<file path="src/rtl/eag_pkg.sv">
// Shared encodings for the effective address generation unit.
// Assumes: mode and size selects arrive already decoded from the instruction.
package eag_pkg;

    typedef enum logic {
        EA_ABS   = 1'b0,
        EA_PCREL = 1'b1
    } ea_mode_e;

    typedef enum logic [1:0] {
        SZ_SHORT    = 2'd0,
        SZ_MEDIUM   = 2'd1,
        SZ_LONG     = 2'd2,
        SZ_LONG_ALT = 2'd3
    } ea_size_e;

endpackage

</file>
<file path="src/rtl/eag_extend.sv">
// Widens the instruction field to a full address word.
// Short absolute fields are one-extended into the top of memory. Short
// displacements and all medium fields are sign-extended. Long fields pass through.
// Assumes: SHORT_W < MED_W < AW.
module eag_extend
    import eag_pkg::*;
#(
    parameter int AW      = 24,
    parameter int SHORT_W = 8,
    parameter int MED_W   = 16
) (
    input  ea_mode_e          mode,
    input  ea_size_e          size,
    input  logic [AW-1:0]     field,
    output logic [AW-1:0]     ext
);

    localparam int SHORT_PAD = AW - SHORT_W;
    localparam int MED_PAD   = AW - MED_W;

    logic [AW-1:0] short_ones;
    logic [AW-1:0] short_sign;
    logic [AW-1:0] med_sign;

    // Candidate extensions of the field, one per field width
    always_comb begin
        short_ones = {{SHORT_PAD{1'b1}}, field[SHORT_W-1:0]};
        short_sign = {{SHORT_PAD{field[SHORT_W-1]}}, field[SHORT_W-1:0]};
        med_sign   = {{MED_PAD{field[MED_W-1]}}, field[MED_W-1:0]};
    end

    // Pick the extension that the size and mode call for
    always_comb begin
        unique case (size)
            SZ_SHORT:  ext = (mode == EA_ABS) ? short_ones : short_sign;
            SZ_MEDIUM: ext = med_sign;
            default:   ext = field;
        endcase
    end

endmodule

</file>
<file path="src/rtl/eag_calc.sv">
// Forms the address from the extended field: for absolute modes it is the field
// itself, for PC-relative it is next_pc plus the displacement, wrapping.
// It then masks the result to the narrow space when that mode is chosen,
// and flags an odd PC-relative target.
// Assumes: NW < AW.
module eag_calc
    import eag_pkg::*;
#(
    parameter int AW = 24,
    parameter int NW = 20
) (
    input  ea_mode_e          mode,
    input  logic              narrow,
    input  logic [AW-1:0]     ext,
    input  logic [AW-1:0]     next_pc,
    output logic [AW-1:0]     ea,
    output logic              odd
);

    localparam logic [AW-1:0] NARROW_MASK = {{(AW-NW){1'b0}}, {NW{1'b1}}};

    logic [AW-1:0] sum;
    logic [AW-1:0] raw;

    // Modulo-2^AW addition of base and displacement; carry out discarded
    always_comb sum = next_pc + ext;

    // Choose absolute field or relative sum
    always_comb raw = (mode == EA_PCREL) ? sum : ext;

    // Clip to the narrow space and derive the alignment flag
    always_comb begin
        ea  = narrow ? (raw & NARROW_MASK) : raw;
        odd = (mode == EA_PCREL) && ea[0];
    end

endmodule

</file>
<file path="src/rtl/eag_out_stage.sv">
// Optional output register. With REG_OUT=1 it captures the result on a clock
// edge with valid high and holds it otherwise. With REG_OUT=0 it is wires.
// Assumes: synchronous active-low reset.
module eag_out_stage #(
    parameter int AW      = 24,
    parameter bit REG_OUT = 1'b1
) (
    input  logic          clk,
    input  logic          rst_n,
    input  logic          vld_in,
    input  logic [AW-1:0] ea_in,
    input  logic          odd_in,
    output logic [AW-1:0] ea_q,
    output logic          odd_q,
    output logic          vld_q
);

    if (REG_OUT) begin : g_reg
        // Capture result on valid, hold on idle, clear on reset
        always_ff @(posedge clk) begin
            if (!rst_n) begin
                ea_q  <= '0;
                odd_q <= 1'b0;
                vld_q <= 1'b0;
            end else begin
                vld_q <= vld_in;
                if (vld_in) begin
                    ea_q  <= ea_in;
                    odd_q <= odd_in;
                end
            end
        end
    end else begin : g_wire
        // Pass the combinational result straight through
        always_comb begin
            ea_q  = ea_in;
            odd_q = odd_in;
            vld_q = vld_in;
        end
    end

endmodule

</file>
<file path="src/rtl/eag_unit.sv">
// Top of the effective address generation unit. It extends the field,
// computes the absolute or PC-relative address, clips it to the active
// address space, and optionally registers the result.
// Assumes: inputs are steady around the clock edge at which in_valid is high.
module eag_unit
    import eag_pkg::*;
#(
    parameter int ADDR_W   = 24,
    parameter int NARROW_W = 20,
    parameter int SHORT_W  = 8,
    parameter int MED_W    = 16,
    parameter bit REG_OUT  = 1'b1
) (
    input  logic              clk,
    input  logic              rst_n,
    input  logic              in_valid,
    input  logic              mode_sel,
    input  logic [1:0]        size_sel,
    input  logic [ADDR_W-1:0] field,
    input  logic [ADDR_W-1:0] next_pc,
    input  logic              space_1m,
    output logic [ADDR_W-1:0] ea_out,
    output logic              odd_target,
    output logic              out_valid
);

    ea_mode_e          mode;
    ea_size_e          size;
    logic [ADDR_W-1:0] ext;
    logic [ADDR_W-1:0] ea_c;
    logic              odd_c;

    // Map raw select pins onto the shared encodings
    always_comb begin
        mode = ea_mode_e'(mode_sel);
        size = ea_size_e'(size_sel);
    end

    eag_extend #(
        .AW      (ADDR_W),
        .SHORT_W (SHORT_W),
        .MED_W   (MED_W)
    ) u_ext (
        .mode  (mode),
        .size  (size),
        .field (field),
        .ext   (ext)
    );

    eag_calc #(
        .AW (ADDR_W),
        .NW (NARROW_W)
    ) u_calc (
        .mode    (mode),
        .narrow  (space_1m),
        .ext     (ext),
        .next_pc (next_pc),
        .ea      (ea_c),
        .odd     (odd_c)
    );

    eag_out_stage #(
        .AW      (ADDR_W),
        .REG_OUT (REG_OUT)
    ) u_out (
        .clk    (clk),
        .rst_n  (rst_n),
        .vld_in (in_valid),
        .ea_in  (ea_c),
        .odd_in (odd_c),
        .ea_q   (ea_out),
        .odd_q  (odd_target),
        .vld_q  (out_valid)
    );

    if (REG_OUT) begin : g_chk

        short_top_chk: assert property (@(posedge clk) disable iff (!rst_n)
            (in_valid && !mode_sel && size_sel == 2'd0 && !space_1m)
            |=> ea_out[ADDR_W-1:SHORT_W] == '1);


        narrow_clip_chk: assert property (@(posedge clk) disable iff (!rst_n)
            (in_valid && space_1m) |=> ea_out[ADDR_W-1:NARROW_W] == '0);


        abs_even_chk: assert property (@(posedge clk) disable iff (!rst_n)
            (in_valid && !mode_sel) |=> !odd_target);


        valid_follow_chk: assert property (@(posedge clk) disable iff (!rst_n)
            in_valid |=> out_valid);


        idle_hold_chk: assert property (@(posedge clk) disable iff (!rst_n)
            !in_valid |=> ($stable(ea_out) && $stable(odd_target) && !out_valid));
    end

endmodule

</file>
<file path="config.mk">
export PLATFORM = sky130hd
export DESIGN_NAME = eag_unit
export DESIGN_NICKNAME = d
export VERILOG_FILES = /design/src/rtl/eag_pkg.sv /design/src/rtl/eag_extend.sv /design/src/rtl/eag_calc.sv /design/src/rtl/eag_out_stage.sv /design/src/rtl/eag_unit.sv
export SDC_FILE = /design/constraint.sdc
export NUM_CORES = 1
export LEC_CHECK = 0
export ABC_AREA = 1
export BUFFER_PORTS_ARGS = -buffer_cell sky130_fd_sc_hd__buf_4
export CAP_MARGIN = 20
export CORE_MARGIN = 2
export CORE_UTILIZATION = 49
export DETAILED_ROUTE_END_ITERATION = 8
export GPL_ROUTABILITY_DRIVEN = 0
export GPL_TIMING_DRIVEN = 0
export PLACE_DENSITY_LB_ADDON = 0.15
export SLEW_MARGIN = 20
export SYNTH_ARGS = -nofsm -noshare
export SYNTH_HDL_FRONTEND = slang
export SYNTH_SLANG_ARGS = --single-unit
</file>
<file path="constraint.sdc">
create_clock -name clk -period 2 [get_ports clk]
set_input_delay 0.2 -clock clk [delete_from_list [all_inputs] [get_ports clk]]
set_output_delay 0.2 -clock clk [all_outputs]
set_load 0.01 [all_outputs]
</file>
==> summary.txt <==
worst path arrival time = 2.13 ns
clk_skew = 0 ns
global-route wire length before repair = 14,200 µm
synthesis warning total = 0
Clock Sinks = 26
clock-pin slew on the worst setup and hold paths = 0.11 ns
WL/cell = 13.4 µm
startpoint types = input port
Skew-Pair Late Insertion Delay = 0.27 ns
period utilization = 95.2%
CTS tree = yes
Area contributors post-synth = nand2_1 23%, dfxtp_1 17%, inv_1 11%
CP Max Fanout = 6
Synth top area share = 23.1%
Syn Std Cell Area = 3040 µm²
max_slew headroom = 57.4%
H-tree levels = 1
final setup margin = 0.0963 ns
Tightest Hold Check Type = in -> reg
starting density of the core = 51.0%
DR vias = 3,692
status = finished, final reports clean
DRT Wirelength = 9530 µm
maximum clock rate = 525 MHz
max-cap viol count = 0
hold depth = 3
Inserted Clock Buffers = 3
grt total ovfl = 0
global-route usage over all layers = 26.8%
sequential fraction of the synthesis area = 17.1%
Clock Tree Buf Depth = 2
antenna viol nets, final = 0
pre-CTS setup slack = -0.461 ns
drc violations = 0
P&R area growth vs syn = 37.3%
Setup Viol. Count Final = 0
Worst Reg-to-Reg Cells = 2
non-filler cells, final = 710
max-slew violation count = 0
TritonRoute pass-1 iters = 5
worst vdd ir = 0.000320 V
most common cell after layout, fill and taps aside = nand2_1
Tot Pwr = 2.20 mW
Worst EP required = 2.22 ns
dpl hpwl = 7420 µm
distinct cell type count after synthesis = 28
antenna violations before repair = 0
crit path capture type = flip-flop
kind of critical path = in -> reg
share of layout cells above drive strength 1 = 26.5%
DIE AREA = 6850 µm²
Post-synth EDFFs = 0
vias in the first global route = 3,193
syn nets = 625
fill count = 537
final hold vios = 0
most frequent cells in the layout = 175 x nand2_1, 88 x inv_1, 85 x buf_4
Initial DRC Count = 259
Chip Height = 82.8 µm
Avg Inst Size Synth = 5.57 µm²
nets = 715
Slew @ Worst Pin = 0.639 ns
PortBufs = 78
crit path time final = 1.90 ns
Synth area leader = nand2_1
ANT cells = 0
most frequently used flop master after synthesis = dfxtp_1
leak pwr = 2.21 nW
synthesis-stage register bit count = 26
pwr dens = 526 nW/µm²
Root Buffer = clkbuf_8
I/O Pins = 81
Die W = 82.8 µm
num rows = 28
asr flop ratio synth = 0%
largest net degree at the start of global routing = 16
Gate Count Post-Synth = 546
Placed Instances = 699
via/cell ratio = 5.20
RSZ-0062 raised after global routing = false
CORE AREA = 5960 µm²
## state kept, by name (all words and copies together), names as in the netlist
register,flops
u_out.ea_q,24
u_out.vld_q,1
u_out.odd_q,1
## Yosys cell counts (7+ instances only)
| cell | number |
|---|---|
| nand2_1 | 187 |
| dfxtp_1 | 26 |
| inv_1 | 90 |
| clkbuf_1 | 8 |
| o21ai_0 | 30 |
| nand3_1 | 29 |
| nor2_2 | 8 |
| ha_1 | 23 |
| nand2_2 | 7 |
| a21oi_1 | 55 |
| xor2_1 | 9 |
| nor2_1 | 39 |
## cell families (layout without fill, tap and decap cells)
group,count (synthesis),in the layout,share of synthesized area (%)
flops,26,26,17.1
compound gates,89,89,15.1
buf+inv,106,195,13.5
simple gates,291,291,41.3
xor+xnor,10,10,2.88
fa+ha+maj,24,24,10.1
## worst max-delay path, stage by stage
cell and delay [ns]:
buf_4 0.12, inv_2 0.07, nand2_4 0.07, nand2_8 0.09
buf_4 0.12, nand2_1 0.11, ha_4 0.33, nand2_2 0.07
inv_1 0.10, nand2_2 0.09, nor3_1 0.22, nand2_1 0.12
nand2_1 0.07, nand2_1 0.05, nand3_1 0.07, nand2_1 0.08
a21oi_1 0.12
## final timing paths
check / start / to / slack, ns
max: field[7] / u_out.ea_q[16] / 0.1
min: field[0] / u_out.ea_q[0] / 0.21
max reg2reg: u_out.ea_q[14] / u_out.ea_q[14] / 1.32
min reg2reg: u_out.ea_q[19] / u_out.ea_q[19] / 0.47
## what timing repair did
item | in CTS | in global routing
setup endpoints to repair | 7 | 12
hold buffers | 0 | 0
resized for setup | 23 | 50
setup buffers | 2 | 5
pin swaps | 2 | 17
## metal layers
layer	part of all wire, %	routed length [µm]	vias up	global-route usage (%)
li1	-	-	1890	-
met1	43	4110	1608	36.1
met2	46	4370	167	43.5
met3	8.0	758	27	2.93
met4	3.0	285	0	11.1
met5	0	0	-	0
## layout make-up
type / instances / area [µm²] / area share, %
buffer: 12 / 58.8 / 1.41
clock buffer: 3 / 41.3 / 0.990
clock inverter: 1 / 30.0 / 0.720
inverter: 94 / 360 / 8.64
multi-input combinational: 414 / 2430 / 58.2
sequential: 26 / 520 / 12.5
tap: 75 / 93.8 / 2.25
timing repair buffer: 85 / 638 / 15.3
## stage by stage
stage | TNS (ns) | utilization, % | hold slack (ns) | area (µm²)
finish | 0 | 70.0 | 0.213 | 4170
global route | 0 | 70.0 | 0.219 | 4170
CTS | 0 | 65.7 | 0.212 | 3910
detailed placement | -3.72 | 62.4 | 0.457 | 3720
global placement | -3.47 | 62.4 | 0.455 | 3720
floorplan | 0 | - | 0.338 | 3040
## report_power, final
part	internal [mW]	total, mW	switching (mW)
Combinational	0.480	1.16	0.675
Clock	0.268	0.459	0.191
Sequential	0.560	0.580	0.0208
(Power assumes the default switching activity.)
